### src/rtl/spi_trk_pkg.sv
package spi_trk_pkg;
  localparam int CNT_W = 3;

  typedef enum logic [2:0] {
    ST_OFF, ST_CMD, ST_ADDR, ST_DUMMY, ST_DATA
  } snoop_e;

  typedef enum logic [1:0] {
    TAG_CMD = 2'd0, TAG_ADDR = 2'd1, TAG_DUMMY = 2'd2, TAG_DATA = 2'd3
  } tag_e;

  typedef struct packed {
    logic [CNT_W-1:0] n_addr;
    logic [CNT_W-1:0] n_dummy;
  } op_info_t;

  // address and filler byte counts per opcode; unknown opcodes get none
  function automatic op_info_t op_lookup(input logic [7:0] op);
    op_info_t r;
    r = '0;
    case (op)
      8'h02: r.n_addr = 3'd3;
      8'h12: r.n_addr = 3'd4;
      8'h34: r.n_addr = 3'd4;
      8'h0B: begin r.n_addr = 3'd3; r.n_dummy = 3'd1; end
      8'h6B: begin r.n_addr = 3'd3; r.n_dummy = 3'd1; end
      8'h0C: begin r.n_addr = 3'd4; r.n_dummy = 3'd1; end
      8'hEB: begin r.n_addr = 3'd3; r.n_dummy = 3'd3; end
      default: r = '0;
    endcase
    return r;
  endfunction
endpackage

### src/rtl/spi_ctl_regs.sv
module spi_ctl_regs #(
  parameter int ADDR_W = 8,
  parameter int REG_W = 32,
  parameter int MODE_W = 4,
  parameter logic [ADDR_W-1:0] CTRL_OFFSET = 8'h10
) (
  input  logic              clk,
  input  logic              rst_n,
  input  logic              wr_en,
  input  logic [ADDR_W-1:0] wr_addr,
  input  logic [REG_W-1:0]  wr_data,
  output logic              cs_n,
  output logic [MODE_W-1:0] io_mode,
  output logic              sel_start,
  output logic              sel_stop
);
  localparam int MODE_LSB = REG_W - MODE_W;

  logic              hit;
  logic              new_unsel;
  logic              unsel_q;
  logic [MODE_W-1:0] mode_q;
  logic              unused_bits;

  assign hit       = wr_en && (wr_addr == CTRL_OFFSET);
  assign new_unsel = !((wr_data[1:0] == 2'b11) && !wr_data[2]);
  // only a change of the select state counts as an edge
  assign sel_start = hit && unsel_q && !new_unsel;
  assign sel_stop  = hit && !unsel_q && new_unsel;
  assign unused_bits = ^wr_data[MODE_LSB-1:3];

  always_ff @(posedge clk or negedge rst_n) begin
    if (!rst_n) begin
      unsel_q <= 1'b1;
      mode_q  <= '0;
    end else if (hit) begin
      mode_q <= wr_data[REG_W-1:MODE_LSB];
      if (new_unsel != unsel_q) unsel_q <= new_unsel;
    end
  end

  assign cs_n    = unsel_q;
  assign io_mode = mode_q;
endmodule

### src/rtl/spi_snoop_fsm.sv
module spi_snoop_fsm
  import spi_trk_pkg::*;
#(
  parameter int DATA_W = 8
) (
  input  logic              clk,
  input  logic              rst_n,
  input  logic              sel_start,
  input  logic              sel_stop,
  input  logic              fire,
  input  logic [DATA_W-1:0] in_byte,
  output snoop_e            state
);
  logic [CNT_W-1:0] addr_left;
  logic [CNT_W-1:0] dum_left;
  op_info_t         info;

  assign info = op_lookup(in_byte[7:0]);

  always_ff @(posedge clk or negedge rst_n) begin
    if (!rst_n) begin
      state     <= ST_OFF;
      addr_left <= '0;
      dum_left  <= '0;
    end else if (sel_stop) begin
      state     <= ST_OFF;
      addr_left <= '0;
      dum_left  <= '0;
    end else if (sel_start) begin
      state     <= ST_CMD;
      addr_left <= '0;
      dum_left  <= '0;
    end else if (fire) begin
      case (state)
        ST_CMD: begin
          addr_left <= info.n_addr;
          dum_left  <= info.n_dummy;
          if (info.n_addr != '0)       state <= ST_ADDR;
          else if (info.n_dummy != '0) state <= ST_DUMMY;
          else                         state <= ST_DATA;
        end
        ST_ADDR: begin
          addr_left <= addr_left - 1'b1;
          if (addr_left == 3'd1) state <= (dum_left != '0) ? ST_DUMMY : ST_DATA;
        end
        ST_DUMMY: begin
          dum_left <= dum_left - 1'b1;
          if (dum_left == 3'd1) state <= ST_DATA;
        end
        default: state <= state;
      endcase
    end
  end
endmodule

### src/rtl/spi_byte_steer.sv
module spi_byte_steer
  import spi_trk_pkg::*;
#(
  parameter int DATA_W = 8,
  parameter logic [DATA_W-1:0] FILL = 8'hFF
) (
  input  snoop_e            state,
  input  logic              in_valid,
  input  logic [DATA_W-1:0] in_byte,
  input  logic              out_ready,
  output logic              in_ready,
  output logic              out_valid,
  output logic [DATA_W-1:0] out_byte,
  output logic [1:0]        out_tag,
  output logic              fire
);
  always_comb begin
    out_byte  = in_byte;
    out_valid = in_valid;
    in_ready  = out_ready;
    fire      = in_valid && out_ready;
    out_tag   = TAG_DATA;
    case (state)
      ST_OFF: begin
        out_valid = 1'b0;
        in_ready  = 1'b1;
        fire      = 1'b0;
      end
      ST_CMD:  out_tag = TAG_CMD;
      ST_ADDR: out_tag = TAG_ADDR;
      ST_DUMMY: begin
        out_tag   = TAG_DUMMY;
        out_byte  = FILL;
        out_valid = 1'b1;
        in_ready  = 1'b0;
        fire      = out_ready;
      end
      default: out_tag = TAG_DATA;
    endcase
  end
endmodule

### src/rtl/spi_cmd_tracker.sv
module spi_cmd_tracker
  import spi_trk_pkg::*;
#(
  parameter int ADDR_W = 8,
  parameter int REG_W = 32,
  parameter int MODE_W = 4,
  parameter int DATA_W = 8,
  parameter logic [ADDR_W-1:0] CTRL_OFFSET = 8'h10
) (
  input  logic              clk,
  input  logic              rst_n,
  input  logic              wr_en,
  input  logic [ADDR_W-1:0] wr_addr,
  input  logic [REG_W-1:0]  wr_data,
  input  logic              in_valid,
  output logic              in_ready,
  input  logic [DATA_W-1:0] in_byte,
  output logic              out_valid,
  input  logic              out_ready,
  output logic [DATA_W-1:0] out_byte,
  output logic [1:0]        out_tag,
  output logic              cs_n,
  output logic [MODE_W-1:0] io_mode
);
  logic   sel_start;
  logic   sel_stop;
  logic   fire;
  snoop_e state;

  spi_ctl_regs #(
    .ADDR_W(ADDR_W), .REG_W(REG_W), .MODE_W(MODE_W), .CTRL_OFFSET(CTRL_OFFSET)
  ) u_regs (
    .clk(clk), .rst_n(rst_n), .wr_en(wr_en), .wr_addr(wr_addr),
    .wr_data(wr_data), .cs_n(cs_n), .io_mode(io_mode),
    .sel_start(sel_start), .sel_stop(sel_stop)
  );

  spi_snoop_fsm #(.DATA_W(DATA_W)) u_fsm (
    .clk(clk), .rst_n(rst_n), .sel_start(sel_start), .sel_stop(sel_stop),
    .fire(fire), .in_byte(in_byte), .state(state)
  );

  spi_byte_steer #(.DATA_W(DATA_W)) u_steer (
    .state(state), .in_valid(in_valid), .in_byte(in_byte),
    .out_ready(out_ready), .in_ready(in_ready), .out_valid(out_valid),
    .out_byte(out_byte), .out_tag(out_tag), .fire(fire)
  );
endmodule

### config.mk
export PLATFORM = sky130hd
export DESIGN_NAME = spi_cmd_tracker
export DESIGN_NICKNAME = d
export VERILOG_FILES = /design/src/rtl/spi_trk_pkg.sv /design/src/rtl/spi_ctl_regs.sv /design/src/rtl/spi_snoop_fsm.sv /design/src/rtl/spi_byte_steer.sv /design/src/rtl/spi_cmd_tracker.sv
export SDC_FILE = /design/constraint.sdc
export NUM_CORES = 1
export LEC_CHECK = 0
export BUFFER_PORTS_ARGS = -buffer_cell sky130_fd_sc_hd__buf_2
export CAP_MARGIN = 20
export CORE_AREA = 2 2 52 59
export CTS_CLUSTER_DIAMETER = 40
export DETAILED_ROUTE_END_ITERATION = 8
export DIE_AREA = 0 0 54 61
export PLACE_DENSITY = 0.86
export SLEW_MARGIN = 25
export SYNTH_ARGS = -nofsm -noshare
export SYNTH_HDL_FRONTEND = slang
export SYNTH_SLANG_ARGS = --single-unit
### constraint.sdc
create_clock -name clk -period 4 [get_ports clk]
set_input_delay 0.8 -clock clk [delete_from_list [all_inputs] [get_ports clk]]
set_output_delay 0.8 -clock clk [all_outputs]
set_load 0.05 [all_outputs]
==> results of run 1 <==
## state kept, by name, summed over array words and instances (netlist names)
| signal | cells |
|---|---|
| u_regs.io_mode | 4 |
| u_fsm.addr_left | 3 |
| u_fsm.dum_left | 3 |
| u_fsm.state | 3 |
| u_regs.cs_n | 1 |
## final cells by class
class                      count  area, um^2  share of cell area
inverter                      10       37.54             0.02588
multi-input combinational    104       773.2              0.5332
sequential                    14       351.6              0.2425
tap                           33       41.29             0.02847
timing repair buffer          44       220.2              0.1519
clock buffer                   4       26.28             0.01812
## where the power goes
group | leakage, nW | total, mW | switching (mW) | internal (mW)
logic | 0.518 | 0.0807 | 0.0531 | 0.0276
clock network | 0.0150 | 0.0842 | 0.0454 | 0.0387
registers | 0.174 | 0.150 | 0.00415 | 0.146
total | 0.706 | 0.315 | 0.103 | 0.212
## kinds of logic after synthesis
logic type,count (synthesis),synth area share
buffers and inverters,13,0.04565
xor gates and xnor gates,2,0.01486
muxes,8,0.07749
AOI/OAI and AO/OA,29,0.1752
DFF,14,0.2983
and+or+nand+nor,60,0.3355
adders and majority gates,5,0.05308
## per-stage QoR
step / util / instance area, um^2
2_1_floorplan: - / 1179
3_3_place_gp: 0.5269 / 1424
3_5_place_dp: 0.5269 / 1424
4_1_cts: 0.5366 / 1450
5_1_grt: 0.5366 / 1450
6_report: 0.5366 / 1450
## how the worst min path moves through the flow
stage	end	slack, ps	cells after the start	start
after global routing	u_regs.io_mode[2]	410	1	rst_n
after global placement	u_regs.io_mode[2]	490	1	u_regs.io_mode[2]
final	u_regs.io_mode[1]	400	1	rst_n
after CTS	u_regs.io_mode[1]	400	1	rst_n
after floorplan	u_fsm.addr_left[0]	500	0	rst_n
after detailed placement	u_regs.io_mode[1]	490	1	u_regs.io_mode[1]
## worst register-to-register path, stage by stage, from the launching register on
cell and delay, ps:
dfrtp_1 360, inv_1 100, ha_1 150, nor2b_1 170, o221ai_1 170, nor4_4 240
mux2_2 370, o22a_1 190
## layer usage
metal / vias to the layer above / track usage
met5: - / 0
met4: 0 / 0.05357
met3: 3 / 0.02956
met2: 50 / 0.3084
met1: 528 / 0.2338
li1: 570 / -
## synth_stat cells (all sizes together) (2+ instances only)
cell	count
or3b	2
dfrtp	13
and3b	2
nor4b	2
and4b	2
nor2b	2
mux2i	2
nor2	12
mux2	6
inv	10
nand2	7
nor3	3
nand3b	3
a211oi	2
nand2b	10
nand3	3
nor4	3
ha	5
buf	2
or2	2
o21ai	4
a21oi	11
==> flow_metrics.py, run 1 <==
metrics = {
    "layout": {
        "antenna_cells": 0,
        "post_route_cells_drive_above_1_share": 0.3636,
        "final_cells": 209,
        "final_cell_mix": "44 x buf_2, 13 x dfrtp_1, 12 x nor2_1",
        "nNetsFinal": 235,
        "areaGrowthSynthToFinish_pct": 23.04,
        "n_fill_cell": 271,
        "final_common_cell": "buf_2",
    },
    "worst_setup_path": {
        "r2r_end": "u_fsm.state[0]",
        "start_kind": "flop",
        "regToRegSetupSlack_ps": 2130,
        "rr_startpoint": "u_fsm.dum_left[1]",
        "cp_slowest_cell": "dfrtp_1",
        "crit_end": "out_byte[4]",
        "path_buf_inv": 1,
        "slowest_delay_ps": 580,
        "worst_setup_path_end_kind": "primary output",
        "startpoint": "u_fsm.state[0]",
        "r2r.worst_path.cells": 7,
        "cp.depth": 3,
        "crit_type": "reg -> out",
        "crit_chain": "nand3b_1 -> nand2b_1 -> buf_2",
        "critPathMaxFanout": 13,
        "critical-path-top-delay-family": "simple AND/OR/NAND/NOR gates",
        "arrival_ps": 1760,
        "crit_required_ps": 3200,
    },
    "timing": {
        "fmax_ghz": 0.3909,
        "relSlewSlack": 0.6647,
        "worst_slack_ps": 1442,
        "setup_tns_ps": 0,
        "drv_slew": 0,
        "min_period_ps": 2558,
        "skew_ps": 1.732,
        "tightest_slew_ps": 501.1,
        "whs_ps": 401.1,
        "fin_crit_sh": 0.6395,
        "finalSetupViolations": 0,
        "rsz0062_at_grt": "false",
        "hold_viol_final": 0,
    },
    "synth": {
        "synth_top_area_frac": 0.2760,
        "yosysUniqueCellTypes": 53,
        "synth_area_leaders": "dfrtp_1 28%, ha_1 5.3%, nand2b_1 5.3%",
        "yosysSeqAreaShare": 0.2983,
        "synthArstFlopShare": 1.000,
        "synth_edf_count": 0,
        "avgSynthCellArea_um2": 8.997,
        "yosys_register_bits": 14,
        "yosysWarnings": 0,
        "synth_cells": 131,
        "yosys.area.top_type": "dfrtp_1",
        "syn-num-nets": 189,
        "synthesis.area_mm2": 0.001179,
        "ys.flop_type": "dfrtp_1",
    },
    "detailed_routing": {
        "viasPerCell": 5.507,
        "dr.pass1.iters": 4,
        "finalWirelength_um": 2670,
        "drtIter0Drc": 20,
        "drc": 0,
        "met3_length_um": 186,
        "wl_met1_um": 1220,
        "top_layer": "met4",
        "ant_nets": 0,
        "via_count": 1151,
        "wire_per_inst_um": 12.78,
        "dr_wl_met2_um": 1239,
    },
    "pwr": {
        "p_leak_nw": 0.7064,
        "total_power_uw": 314.5,
        "vdd_drop_max_mv": 0.1957,
        "p_per_area_mw_per_mm2": 216.9,
    },
    "clock_tree": {
        "cts.repair.resized": 0,
        "cts_setup_buffers": 0,
        "clk_path_buf_depth": 2,
        "cts_buffers": 3,
        "ctsHoldBuffers": 0,
        "cts.sinks": 14,
        "cts_tree": "built",
        "h-tree-depth": 1,
        "clk_latency_ps": 280,
        "root_buffer": "clkbuf_4",
        "path_clk_slew_ps": 80,
    },
    "global_route": {
        "grt_antenna_before_repair": 0,
        "grtUsageTotal": 0.1807,
        "grt_overflow": 0,
        "grt_pass1_wl_um": 4374,
        "grt_pass1_vias": 1009,
        "grt_max_degree": 15,
    },
    "placement": {
        "portBuffers": 44,
        "gp_congestion": 0.7724,
        "dp_hpwl_um": 2158,
        "place_inst": 205,
        "place_ws_ps": 1542,
    },
    "die": {
        "ioPinCount": 70,
        "die_w_um": 54,
        "initial_utilization": 0.4361,
        "die-height_um": 61,
        "rows": 20,
        "die-area_mm2": 0.003294,
        "core_mm2": 0.002703,
    },
    "job": {
        "cap_viol_max_count": 0,
    },
    "status": {
        "status": "finished, final reports clean",
    },
    "hold_path": {
        "min-delay-path-class": "in -> async",
    },
}
No activity file was read; power rests on OpenSTA's default activity.
==> run 2: changes to the inputs <==
CORE_AREA = 2 2 56 63   (was 2 2 52 59)
DIE_AREA = 0 0 58 65   (was 0 0 54 61)
PLACE_DENSITY = 0.8   (was 0.86)
clock period = 2.15 ns   (was 4 ns; I/O delays follow)
==> run 2 against run 1 <==
  * Combinational power grew 85%
  * Sequential cell count is the same
  * Worst hold slack lost 370 ps
  * Worst setup slack lost 1400 ps
  * Global-route usage shrank 4.1 points
  * Highest routed layer unchanged
  * Via count grew 0.43%
==> flow_metrics.py, run 2 (same netlist as run 1, synthesis figures left out) <==
metrics = {
    "die": {
        "ioPinCount": 70,
        "die-area_mm2": 0.003770,
        "initial_utilization": 0.3691,
        "rows": 22,
        "die-height_um": 65,
        "core_mm2": 0.003193,
        "die_w_um": 58,
    },
    "placement": {
        "portBuffers": 44,
        "place_area_mm2": 0.001450,
        "dp_hpwl_um": 2079,
        "gp_congestion": 0.8219,
    },
    "global_route": {
        "grt_overflow": 0,
        "grt_antenna_before_repair": 0,
        "grtUsageTotal": 0.1396,
        "grt_pass1_wl_um": 4250,
        "grt_max_degree": 15,
        "grt_pass1_vias": 993,
    },
    "worst_setup_path": {
        "r2r_end": "u_fsm.state[0]",
        "regToRegSetupSlack_ps": 310,
        "path_buf_inv": 1,
        "arrival_ps": 1630,
        "critPathMaxFanout": 12,
        "crit_chain": "or2_2 -> a21oi_4 -> nor2_1 -> buf_2",
        "crit_required_ps": 1720,
        "start_kind": "flop",
        "crit_type": "reg -> out",
        "r2r.worst_path.cells": 7,
        "rr_startpoint": "u_fsm.dum_left[1]",
        "slowest_delay_ps": 490,
        "cp_slowest_cell": "dfrtp_2",
        "worst_setup_path_end_kind": "primary output",
        "critical-path-top-delay-family": "flip-flops",
    },
    "clock_tree": {
        "path_clk_slew_ps": 90,
        "cts_tree": "built",
        "cts_buffers": 3,
        "cts.repair.resized": 0,
        "ctsHoldBuffers": 0,
        "root_buffer": "clkbuf_4",
        "cts.sinks": 14,
        "cts_setup_buffers": 0,
        "clk_latency_ps": 280,
        "clk_path_buf_depth": 2,
        "h-tree-depth": 1,
    },
    "layout": {
        "n_fill_cell": 328,
        "postLayoutCellArea_mm2": 0.001489,
        "regArea_um2": 354.1,
        "final_common_cell": "buf_2",
        "final_cell_mix": "44 x buf_2, 12 x nor2_1, 11 x dfrtp_1",
        "post_route_cells_drive_above_1_share": 0.3911,
        "multi_input_area_um2": 773.2,
        "largest_reg_flops": 4,
        "nNetsFinal": 238,
        "areaGrowthSynthToFinish_pct": 26.33,
        "antenna_cells": 0,
    },
    "timing": {
        "drv_slew": 0,
        "hold_viol_final": 0,
        "rsz0062_at_grt": "false",
        "skew_ps": 2.546,
        "min_period_ps": 2058,
        "relSlewSlack": 0.6853,
        "fmax_ghz": 0.4859,
        "fin_crit_sh": 0.9573,
        "setup_tns_ps": 0,
        "finalSetupViolations": 0,
        "tightest_slew_ps": 472.1,
    },
    "pwr": {
        "p_per_area_mw_per_mm2": 413.2,
        "p_leak_nw": 0.7232,
        "p_int_uw": 425.3,
        "p_comb_frac": 0.242,
        "switchingPower_uw": 189.9,
        "p_seq_frac": 0.453,
        "clkPwrFrac": 0.305,
        "vdd_drop_max_mv": 0.2968,
        "switching_share": 0.3087,
    },
    "detailed_routing": {
        "ant_nets": 0,
        "viasPerCell": 5.377,
        "dr.pass1.iters": 4,
        "drtIter0Drc": 87,
        "wire_per_inst_um": 12.35,
        "drc": 0,
        "finalWirelength_um": 2656,
        "via_count": 1156,
    },
    "job": {
        "cap_viol_max_count": 0,
    },
    "status": {
        "status": "finished, final reports clean",
    },
    "hold_path": {
        "min-delay-path-class": "in -> async",
    },
}
-- run 2: how the worst max path moves through the flow --
stage,start,to,slack [ps],depth (start not counted)
floorplan,u_fsm.state[2],in_ready,160,2
global placement,in_byte[4],u_fsm.addr_left[1],240,6
detailed placement,in_byte[4],u_fsm.addr_left[1],240,6
CTS,u_fsm.state[1],out_valid,20,4
global route,u_fsm.state[1],out_valid,8,4
finish,u_fsm.state[1],out_valid,90,4
-- run 2: cell type report --
class	instances	area share
inverter	10	0.02521
multi-input combinational	104	0.5193
sequential	14	0.2378
tap	36	0.03025
timing repair buffer	47	0.1630
clock buffer	4	0.02437
-- run 2: power groups by stage --
stage / clock network [mW] / registers, mW / logic [mW]
6_report: 0.188 / 0.279 / 0.149
3_5_place_dp: 0 / 0.284 / 0.150
2_1_floorplan: 0 / 0.294 / 0.0836
4_1_cts: 0.196 / 0.279 / 0.150
5_1_grt: 0.206 / 0.280 / 0.161
3_3_place_gp: 0 / 0.283 / 0.147
-- run 2: per-stage QoR --
stage | instances | util | hold WS (ps) | total power, mW | setup WS, ps
finish | 215 | 0.4663 | 31.50 | 0.6152 | 91.83
global placement | 211 | 0.4542 | 338.1 | 0.4304 | 243.2
floorplan | 131 | - | 134.4 | 0.3772 | 161.5
detailed placement | 211 | 0.4542 | 344.9 | 0.4332 | 244.1
global route | 215 | 0.4663 | 39.05 | 0.6471 | 8.126
CTS | 215 | 0.4655 | 30.79 | 0.6243 | 18.08
-- run 2: layer usage --
layer | global-route usage | routed length, um
met1 | 0.1741 | 1212
met4 | 0.03488 | 7
met3 | 0.01397 | 130
met5 | 0 | 0
met2 | 0.2528 | 1305
